### src/rtl/prs_pkg.sv
package prs_pkg;
  typedef enum logic [1:0] {
    SZ_B0 = 2'd0,
    SZ_B1 = 2'd1,
    SZ_H  = 2'd2,
    SZ_W  = 2'd3
  } wsize_e;

  typedef enum logic [1:0] {
    WK_PLAIN = 2'd0,
    WK_XOR   = 2'd1,
    WK_SUB   = 2'd2,
    WK_ALT   = 2'd3
  } wkind_e;
endpackage

### src/rtl/prs_merge_unit.sv
module prs_merge_unit #(
  parameter int DATA_W = 32
) (
  input  logic [DATA_W-1:0] old_val,
  input  logic [DATA_W-1:0] new_data,
  input  logic [1:0]        size,
  input  logic              clean,
  output logic [DATA_W-1:0] result
);
  import prs_pkg::*;

  localparam int BYTE_W = 8;
  localparam int HALF_W = 2 * BYTE_W;

  logic [DATA_W-1:0] base;

  always_comb begin
    // a clean register holds no older data worth keeping
    base = clean ? '0 : old_val;
    result = base;
    unique case (size)
      SZ_B0:   result[BYTE_W-1:0]      = new_data[BYTE_W-1:0];
      SZ_B1:   result[HALF_W-1:BYTE_W] = new_data[HALF_W-1:BYTE_W];
      SZ_H:    result[HALF_W-1:0]      = new_data[HALF_W-1:0];
      default: result                  = new_data;
    endcase
  end
endmodule

### src/rtl/prs_reg_state.sv
module prs_reg_state #(
  parameter int RETIRE_DLY = 12
) (
  input  logic clk,
  input  logic rst,
  input  logic irq,
  input  logic wr_hit,
  input  logic wr_partial,
  input  logic wr_zeroing,
  input  logic merge_clr,
  output logic clean_q,
  output logic pend_q
);
  localparam int CNT_W = $clog2(RETIRE_DLY + 1);

  logic [CNT_W-1:0] cnt_q;

  always_ff @(posedge clk) begin
    if (rst) begin
      clean_q <= 1'b0;
      pend_q  <= 1'b0;
      cnt_q   <= '0;
    end else begin
      if (wr_hit) begin
        if (wr_zeroing) begin
          clean_q <= 1'b1;
          pend_q  <= 1'b0;
        end else if (wr_partial && !clean_q) begin
          clean_q <= 1'b0;
          pend_q  <= 1'b1;
          cnt_q   <= CNT_W'(RETIRE_DLY);
        end else begin
          clean_q <= 1'b0;
          pend_q  <= 1'b0;
        end
      end else if (merge_clr) begin
        pend_q <= 1'b0;
      end else if (pend_q) begin
        if (cnt_q <= CNT_W'(1)) pend_q <= 1'b0;
        else                    cnt_q  <= cnt_q - CNT_W'(1);
      end
      if (irq) clean_q <= 1'b0;
    end
  end

  assert_zero_marks_clean_R3: assert property (@(posedge clk) disable iff (rst)
    (wr_hit && wr_zeroing && !irq) |=> (clean_q && !pend_q));

  assert_irq_dirties_R8: assert property (@(posedge clk) disable iff (rst)
    irq |=> !clean_q);

  assert_dirty_partial_pends_R6: assert property (@(posedge clk) disable iff (rst)
    (wr_hit && wr_partial && !wr_zeroing && !clean_q) |=> pend_q);

  assert_full_write_no_pend_R2: assert property (@(posedge clk) disable iff (rst)
    (wr_hit && !wr_partial && !wr_zeroing) |=> (!pend_q && !clean_q));
endmodule

### src/rtl/prs_read_ctrl.sv
module prs_read_ctrl #(
  parameter int NUM_REGS  = 8,
  parameter int DATA_W    = 32,
  parameter int MERGE_PEN = 6
) (
  input  logic                        clk,
  input  logic                        rst,
  input  logic                        rd_en,
  input  logic [$clog2(NUM_REGS)-1:0] rd_addr,
  input  logic                        sel_pending,
  input  logic [DATA_W-1:0]           sel_word,
  output logic [$clog2(NUM_REGS)-1:0] sel_addr,
  output logic                        merge_clr,
  output logic                        stall,
  output logic                        rd_valid,
  output logic [DATA_W-1:0]           rd_data
);
  localparam int AW    = $clog2(NUM_REGS);
  localparam int PEN_W = $clog2(MERGE_PEN + 1);

  logic             busy_q;
  logic [PEN_W-1:0] pcnt_q;
  logic [AW-1:0]    lat_q;

  assign sel_addr  = busy_q ? lat_q : rd_addr;
  assign merge_clr = busy_q && (pcnt_q == '0);
  assign stall     = busy_q;

  always_ff @(posedge clk) begin
    if (rst) begin
      busy_q   <= 1'b0;
      pcnt_q   <= '0;
      lat_q    <= '0;
      rd_valid <= 1'b0;
      rd_data  <= '0;
    end else begin
      rd_valid <= 1'b0;
      if (busy_q) begin
        if (pcnt_q == '0) begin
          busy_q   <= 1'b0;
          rd_valid <= 1'b1;
          rd_data  <= sel_word;
        end else begin
          pcnt_q <= pcnt_q - PEN_W'(1);
        end
      end else if (rd_en) begin
        if (sel_pending) begin
          busy_q <= 1'b1;
          lat_q  <= rd_addr;
          pcnt_q <= PEN_W'(MERGE_PEN - 1);
        end else begin
          rd_valid <= 1'b1;
          rd_data  <= sel_word;
        end
      end
    end
  end

  assert_stall_needs_pending_read_R6: assert property (@(posedge clk) disable iff (rst)
    $rose(stall) |-> $past(rd_en && sel_pending));

  assert_merge_returns_data_R6: assert property (@(posedge clk) disable iff (rst)
    $fell(stall) |-> rd_valid);

  assert_clean_read_no_stall_R4: assert property (@(posedge clk) disable iff (rst)
    (!stall && rd_en && !sel_pending) |=> (rd_valid && !stall));
endmodule

### src/rtl/prs_tracker.sv
module prs_tracker #(
  parameter int NUM_REGS     = 8,
  parameter int DATA_W       = 32,
  parameter int RETIRE_DLY   = 12,
  parameter int MERGE_PEN    = 6,
  parameter bit SUB_IDIOM_EN = 1'b1
) (
  input  logic                        clk,
  input  logic                        rst,
  input  logic                        wr_en,
  input  logic [$clog2(NUM_REGS)-1:0] wr_addr,
  input  logic [1:0]                  wr_size,
  input  logic [1:0]                  wr_kind,
  input  logic [DATA_W-1:0]           wr_data,
  input  logic                        rd_en,
  input  logic [$clog2(NUM_REGS)-1:0] rd_addr,
  input  logic                        irq,
  output logic [DATA_W-1:0]           rd_data,
  output logic                        rd_valid,
  output logic                        stall
);
  import prs_pkg::*;

  localparam int AW = $clog2(NUM_REGS);

  logic [DATA_W-1:0] regs_q [NUM_REGS];
  logic [NUM_REGS-1:0] clean_v, pend_v;
  logic [AW-1:0]       sel_addr;
  logic                merge_clr;
  logic                wr_go, is_zeroing, is_sub_plain, wr_partial;
  logic [1:0]          eff_size;
  logic [DATA_W-1:0]   eff_data, merged;

  assign wr_go        = wr_en && !stall;
  assign is_zeroing   = (wr_kind == WK_XOR) || ((wr_kind == WK_SUB) && SUB_IDIOM_EN);
  assign is_sub_plain = (wr_kind == WK_SUB) && !SUB_IDIOM_EN;
  assign eff_size     = (is_zeroing || is_sub_plain) ? SZ_W : wr_size;
  assign eff_data     = (is_zeroing || is_sub_plain) ? '0 : wr_data;
  assign wr_partial   = (eff_size != SZ_W);

  prs_merge_unit #(.DATA_W(DATA_W)) u_merge (
    .old_val  (regs_q[wr_addr]),
    .new_data (eff_data),
    .size     (eff_size),
    .clean    (clean_v[wr_addr]),
    .result   (merged)
  );

  always_ff @(posedge clk) begin
    if (rst) begin
      for (int i = 0; i < NUM_REGS; i++) regs_q[i] <= '0;
    end else if (wr_go) begin
      regs_q[wr_addr] <= merged;
    end
  end

  for (genvar g = 0; g < NUM_REGS; g++) begin : g_state
    prs_reg_state #(.RETIRE_DLY(RETIRE_DLY)) u_state (
      .clk        (clk),
      .rst        (rst),
      .irq        (irq),
      .wr_hit     (wr_go && (wr_addr == AW'(g))),
      .wr_partial (wr_partial),
      .wr_zeroing (is_zeroing),
      .merge_clr  (merge_clr && (sel_addr == AW'(g))),
      .clean_q    (clean_v[g]),
      .pend_q     (pend_v[g])
    );
  end

  prs_read_ctrl #(
    .NUM_REGS  (NUM_REGS),
    .DATA_W    (DATA_W),
    .MERGE_PEN (MERGE_PEN)
  ) u_rctl (
    .clk         (clk),
    .rst         (rst),
    .rd_en       (rd_en),
    .rd_addr     (rd_addr),
    .sel_pending (pend_v[sel_addr]),
    .sel_word    (regs_q[sel_addr]),
    .sel_addr    (sel_addr),
    .merge_clr   (merge_clr),
    .stall       (stall),
    .rd_valid    (rd_valid),
    .rd_data     (rd_data)
  );

  assert_stall_holds_addr_R10: assert property (@(posedge clk) disable iff (rst)
    (stall && $past(stall)) |-> $stable(sel_addr));

  assert_reset_idle_R1: assert property (@(posedge clk)
    $past(rst) |-> (!stall && !rd_valid));
endmodule

### config.mk
export PLATFORM = sky130hd
export DESIGN_NAME = prs_tracker
export DESIGN_NICKNAME = d
export VERILOG_FILES = /design/src/rtl/prs_pkg.sv /design/src/rtl/prs_merge_unit.sv /design/src/rtl/prs_reg_state.sv /design/src/rtl/prs_read_ctrl.sv /design/src/rtl/prs_tracker.sv
export SDC_FILE = /design/constraint.sdc
export NUM_CORES = 1
export LEC_CHECK = 0
export BUFFER_PORTS_ARGS = -buffer_cell sky130_fd_sc_hd__buf_2
export CAP_MARGIN = 15
export CORE_MARGIN = 1.5
export CORE_UTILIZATION = 45
export DETAILED_ROUTE_END_ITERATION = 10
export MAX_ROUTING_LAYER = met4
export PLACE_DENSITY = 0.58
export SYNTH_ARGS = -nofsm -noshare
export SYNTH_HDL_FRONTEND = slang
export SYNTH_SLANG_ARGS = --single-unit
export TNS_END_PERCENT = 100
### constraint.sdc
create_clock -name clk -period 3.4 [get_ports clk]
set_input_delay 0.17 -clock clk [delete_from_list [all_inputs] [get_ports clk]]
set_output_delay 0.17 -clock clk [all_outputs]
set_load 0.01 [all_outputs]
==> results.yml, run 1 <==
sta:
  finalSetupViolations: 0
  worstMarginPinSlew_ns: 1.09
  timing_hold_violations_final: 0
  fin_crit_ns: 2.66
  worst_slack_ns: 0.744
  timing.hold.ws_ns: 0.0287
  period_share: 0.781
  drv_slew: 0
  worst_clock_skew_ns: 0.0121
  relSlewSlack: 0.276
  rsz0062_at_grt: "false"
  fmax_ghz: 0.377
  tns_ns: 0
finish:
  fill_cells: 3101
  drive_above_1_share: 0.125
  finalCoreUtilization: 0.518
  final_cells: 2047
  final_cell_area_um2: 17800
  area_growth_pct: 13.7
  final_nets: 1627
die:
  start_util: 0.456
  die-area_um2: 36000
  num_rows: 68
  dieHeight_um: 190
  die_w_um: 190
  pin_count: 81
  core_area_um2: 34500
yosys:
  syn_nets: 1553
  synthMuxAreaShare: 0.0499
  yosysWarningCount: 0
  synth_most_common_cell: "nor2_1"
  yosys-top-cells-area: "edfxtp_1 (49%), dfxtp_1 (11%), nor2_1 (6.8%)"
  syn_area_per_cell_um2: 10.6
  synthArstFlopShare: 0
  ys_seq_elements: 344
  synth_compound_area_frac: 0.0492
  yosysTopAreaCell: "edfxtp_1"
  synth_top_family_by_area: "simple AND/OR/NAND/NOR gates"
  synth_flop_cell: "edfxtp_1"
  synthAdderAreaFrac: 0.0143
  synthXorXnorAreaFrac: 0.00996
  ys_seq_area_frac: 0.602
  netlist_area_um2: 15700
  synthSimpleGateAreaFrac: 0.243
  synth_cell_types: 60
  synth-edff-count: 256
  yosysTopAreaCellShare: 0.490
  synthTopCellsByCount: "nor2_1 (284), nand2_1 (258), edfxtp_1 (256)"
  syn-instance-count: 1488
placed_design:
  place_area_um2: 16600
  dp_hpwl_mm: 25.5
  dp.cells: 1975
  finalWeightedCongestion: 0.808
  io_buffers: 80
  pre_cts_ws_ns: 0.511
clocking:
  cts_tree: "yes"
  cts_resized: 0
  cts.sinks: 344
  path_clk_slew_ns: 0.06
  clockBufferDepth: 3
  htree_levels: 2
  clk_latency_ns: 0.52
  cts_buffers: 38
  ctsRootBufferMaster: "clkbuf_16"
drt:
  ant_nets: 0
  wl_per_cell_um: 19.9
  vias: 11261
  dr.pass1.iters: 7
  vias_per_cell: 5.50
  wl_mm: 40.7
  drtIter0Drc: 850
  drc: 0
grt:
  overflow: 0
  grt_usage: 0.233
  grt_pass1_vias: 10947
  grt_max_degree: 142
  grt_pass1_wl_mm: 62.1
  antenna_found_initial: 1
critical_path:
  crit_chain: "mux4_2, mux2i_1, a21oi_1, nand2_1, nand2b_1"
  arrival_ns: 2.83
  startpoint_type: "register"
  worstPathRequired_ns: 3.58
  slowest_delay_ns: 0.74
  crit_type: "register to register"
  cpMaxStageDelayCell: "a21oi_1"
  cp_max_fo: 9
  endpoint_kind: "register"
  r2r_cells: 5
power:
  p_total_mw: 9.84
  p_per_area_nw_per_um2: 552
  peakVddDrop_uv: 322
  power_leakage_nw: 6.42
hold_path:
  min_path_cells: 3
  hp-class: "input port to register"
status:
  outcome: "finished clean"
flow_run:
  drv_cap: 0
## kinds of logic after synthesis
family                     count (synthesis)
DFF                                      344
and+or+nand+nor                          821
AOI/OAI and AO/OA                        108
buffers and inverters                    105
adders and majority gates                 18
muxes                                     75
xor gates and xnor gates                  17
## where the power goes
part / internal (mW) / leakage, nW / total, mW / switching (mW)
clock network: 2.40 / 0.604 / 4.04 / 1.64
logic: 0.340 / 2.48 / 1.02 / 0.676
registers: 4.70 / 3.34 / 4.79 / 0.0857
total: 7.44 / 6.42 / 9.84 / 2.40
## worst paths after layout
| kind | startpoint | to | slack [ns] |
|---|---|---|---|
| worst max-delay path | g_state[7].u_state.clean_q | regs_q[0][13] | 0.74 |
| worst min-delay path | rd_addr[0] | u_rctl.lat_q[0] | 0.03 |
| worst max register to register | g_state[7].u_state.clean_q | regs_q[0][13] | 0.74 |
| worst min register to register | u_rctl.rd_data[20] | u_rctl.rd_data[20] | 0.47 |
## cells in the final DEF (no fill, tap or decap), types with 4 or more instances in the layout
cell | synthesis | routed
nand2b_1 | 69 | 69
nand4b_1 | 33 | 33
or3_1 | 16 | 16
nor4b_1 | 4 | 4
xor2_1 | 11 | 11
nand3b_1 | 4 | 4
xnor2_1 | 5 | 5
dfxtp_1 | 88 | 88
nand4_1 | 11 | 11
ha_1 | 18 | 18
nor2_1 | 284 | 283
a32oi_1 | 32 | 32
inv_1 | 23 | 23
clkbuf_1 | 42 | 8
clkinv_2 | 0 | 10
buf_12 | 0 | 5
buf_4 | 2 | 30
nor3b_1 | 4 | 4
nand3_1 | 86 | 86
clkbuf_16 | 0 | 39
o31a_1 | 5 | 5
mux2i_1 | 69 | 69
or2_2 | 8 | 8
clkinv_1 | 0 | 4
nor3_1 | 10 | 10
or3b_2 | 4 | 4
buf_2 | 29 | 79
nand2_1 | 258 | 258
a21oi_1 | 48 | 48
edfxtp_1 | 256 | 256
nor2b_1 | 8 | 7
## final cells by class
type / count / area, um^2 / share of cell area
timing repair buffer: 116 / 741 / 0.0415
inverter: 23 / 86.3 / 0.00484
clock buffer: 50 / 1050 / 0.0587
tap: 455 / 569 / 0.0319
sequential: 344 / 9450 / 0.529
clock inverter: 19 / 171 / 0.00960
antenna: 1 / 2.50 / 0.000140
multi-input combinational: 1039 / 5780 / 0.324
## routing by layer
metal / up-vias / wire length, um / GRT usage
met5: - / 0 / -
met4: 0 / 996 / 0.0662
met3: 66 / 2300 / 0.0347
met2: 346 / 19900 / 0.383
met1: 5473 / 17600 / 0.301
li1: 5376 / - / -
## timing repair
action                     in CTS  in global routing
setup endpoints to repair       0                  0
buffers inserted                0                  0
hold endpoints to repair        2                  0
hold buffers                    2                  0
## flip-flops by register name (all words and copies together), names as in the netlist
name	flops
g_state.u_state.clean_q	8
u_rctl.stall	1
regs_q	256
u_rctl.lat_q	3
u_rctl.pcnt_q	3
u_rctl.rd_valid	1
g_state.u_state.cnt_q	32
g_state.u_state.pend_q	8
u_rctl.rd_data	32
## critical path: cells and delay by family (launching register included)
kind | cells | cell delay (ns)
simple gates | 2 | 0.85
compound gates | 1 | 0.74
mux | 2 | 0.37
flops | 1 | 0.35
(Power assumes the default switching activity.)
==> inputs of run 2 (changes only) <==
clock period = 2.6 ns   (was 3.4 ns; I/O delays follow)
==> run 2 against run 1 <==
Compared with the run above:
- non-clock buffer count up 39
- setup slack worse by 0.53 ns
- largest power group unchanged
- clock power up 30%
- global-route usage down 0.70 points
==> results.yml, run 2 (synthesized netlist as in run 1, its figures left out) <==
die:
  dieHeight_um: 190
  die-area_um2: 36000
  start_util: 0.456
  die_w_um: 190
  core_area_um2: 34500
  pin_count: 81
  num_rows: 68
sta:
  period_share: 0.916
  fin_crit_ns: 2.38
  timing_hold_violations_final: 0
  worstMarginPinSlew_ns: 1.09
  tns_ns: 0
  fmax_ghz: 0.420
  worst_clock_skew_ns: 0.0214
  rsz0062_at_grt: "false"
  worst_slack_ns: 0.218
  finalSetupViolations: 0
  drv_slew: 0
  relSlewSlack: 0.272
grt:
  grtUsageMet3: 0.0290
  use_met1: 0.296
  grt_pass1_vias: 10819
  grt_pass1_wl_mm: 61.0
  grt_max_degree: 142
  grt.busiest_layer: "met2"
  overflow: 0
  grt_use_met2: 0.374
  grt_usage: 0.226
  antenna_found_initial: 0
power:
  p_total_mw: 12.9
  peakVddDrop_uv: 432
  p_per_area_nw_per_um2: 708
  power_leakage_nw: 6.61
status:
  outcome: "finished clean"
critical_path:
  endpoint_kind: "register"
  arrival_ns: 2.80
  worstPathRequired_ns: 3.02
  cp_max_fo: 28
  r2r_slack_ns: 0.22
  crit_type: "register to register"
  startpoint_type: "register"
finish:
  largest_reg_flops: 256
  layout_common_cells: "nor2_1 (283), nand2_1 (258), edfxtp_1 (256), dfxtp_1 (88), nand3_1 (86)"
  largestRegisters: "regs_q: 256 flops, g_state.u_state.cnt_q: 32 flops, u_rctl.rd_data: 32 flops"
  fill_cells: 3084
  drive_above_1_share: 0.143
  final_nets: 1667
  antenna_cells: 0
  top_register: "regs_q"
  area_growth_pct: 15.9
  layout_commonest_cell: "nor2_1"
drt:
  dr.pass1.iters: 5
  wl_per_cell_um: 18.7
  drc: 0
  vias_per_cell: 5.40
  ant_nets: 0
  drtIter0Drc: 725
  vias: 11281
  wl_mm: 39.0
clocking:
  cts.sinks: 344
  clockBufferDepth: 3
  post_cts_buffers: 0
  path_clk_slew_ns: 0.06
  clk_latency_ns: 0.54
  cts_hold_buf: 4
  ctsRootBufferMaster: "clkbuf_16"
  cts_tree: "yes"
  cts_buffers: 39
  cts_resized: 0
  htree_levels: 2
flow_run:
  drv_cap: 0
placed_design:
  dp_hpwl_mm: 25.3
  pre_cts_ws_ns: 0.220
  io_buffers: 80
  finalWeightedCongestion: 0.788
hold_path:
  hp-class: "input port to register"
-- run 2: worst max-delay path, cell delays in order, from the launching register on --
cell      delay [ns]
dfxtp_1         0.37
buf_12          0.19
mux2i_1         0.13
nor2b_2         0.86
buf_4           0.35
a32oi_1         0.14
nand4b_1        0.14
mux2i_1         0.08
-- run 2: final cells by class --
cell class,instances,area [um^2],area share
clock buffer,55,1100,0.0604
clock inverter,17,118,0.00646
inverter,23,86.3,0.00474
multi-input combinational,1039,5780,0.318
sequential,344,9450,0.519
tap,455,569,0.0313
timing repair buffer,155,1100,0.0605
-- run 2: layer usage --
metal / wire, um / vias to the layer above / share of wire
met5: 0 / - / 0
met4: 799 / 0 / 0.020
met3: 1800 / 58 / 0.046
met2: 19000 / 287 / 0.49
met1: 17500 / 5482 / 0.45
li1: - / 5454 / -
-- run 2: worst paths after layout --
check,endpoint,cells past startpoint,from
setup / recovery,u_rctl.rd_data[27],7,u_rctl.stall
hold / removal,regs_q[3][30],3,wr_data[30]
setup reg to reg,u_rctl.rd_data[27],7,u_rctl.stall
hold reg to reg,u_rctl.rd_data[7],2,u_rctl.rd_data[7]
-- run 2: power breakdown --
| group | internal [mW] | switching (mW) | leakage (nW) |
|---|---|---|---|
| combinational | 0.491 | 0.886 | 2.67 |
| sequential | 6.15 | 0.0910 | 3.34 |
| clock | 3.06 | 2.21 | 0.602 |
-- run 2: per-stage QoR --
stage / utilization / instance area, um^2 / std cells / hold slack, ns
floorplan: - / 15700 / 1488 / 0.286
detailed placement: 0.492 / 16900 / 2012 / 0.446
global route: 0.528 / 18200 / 2088 / 0.105
CTS: 0.528 / 18200 / 2088 / 0.0654
finish: 0.528 / 18200 / 2088 / 0.0706
global placement: 0.492 / 16900 / 2012 / 0.435
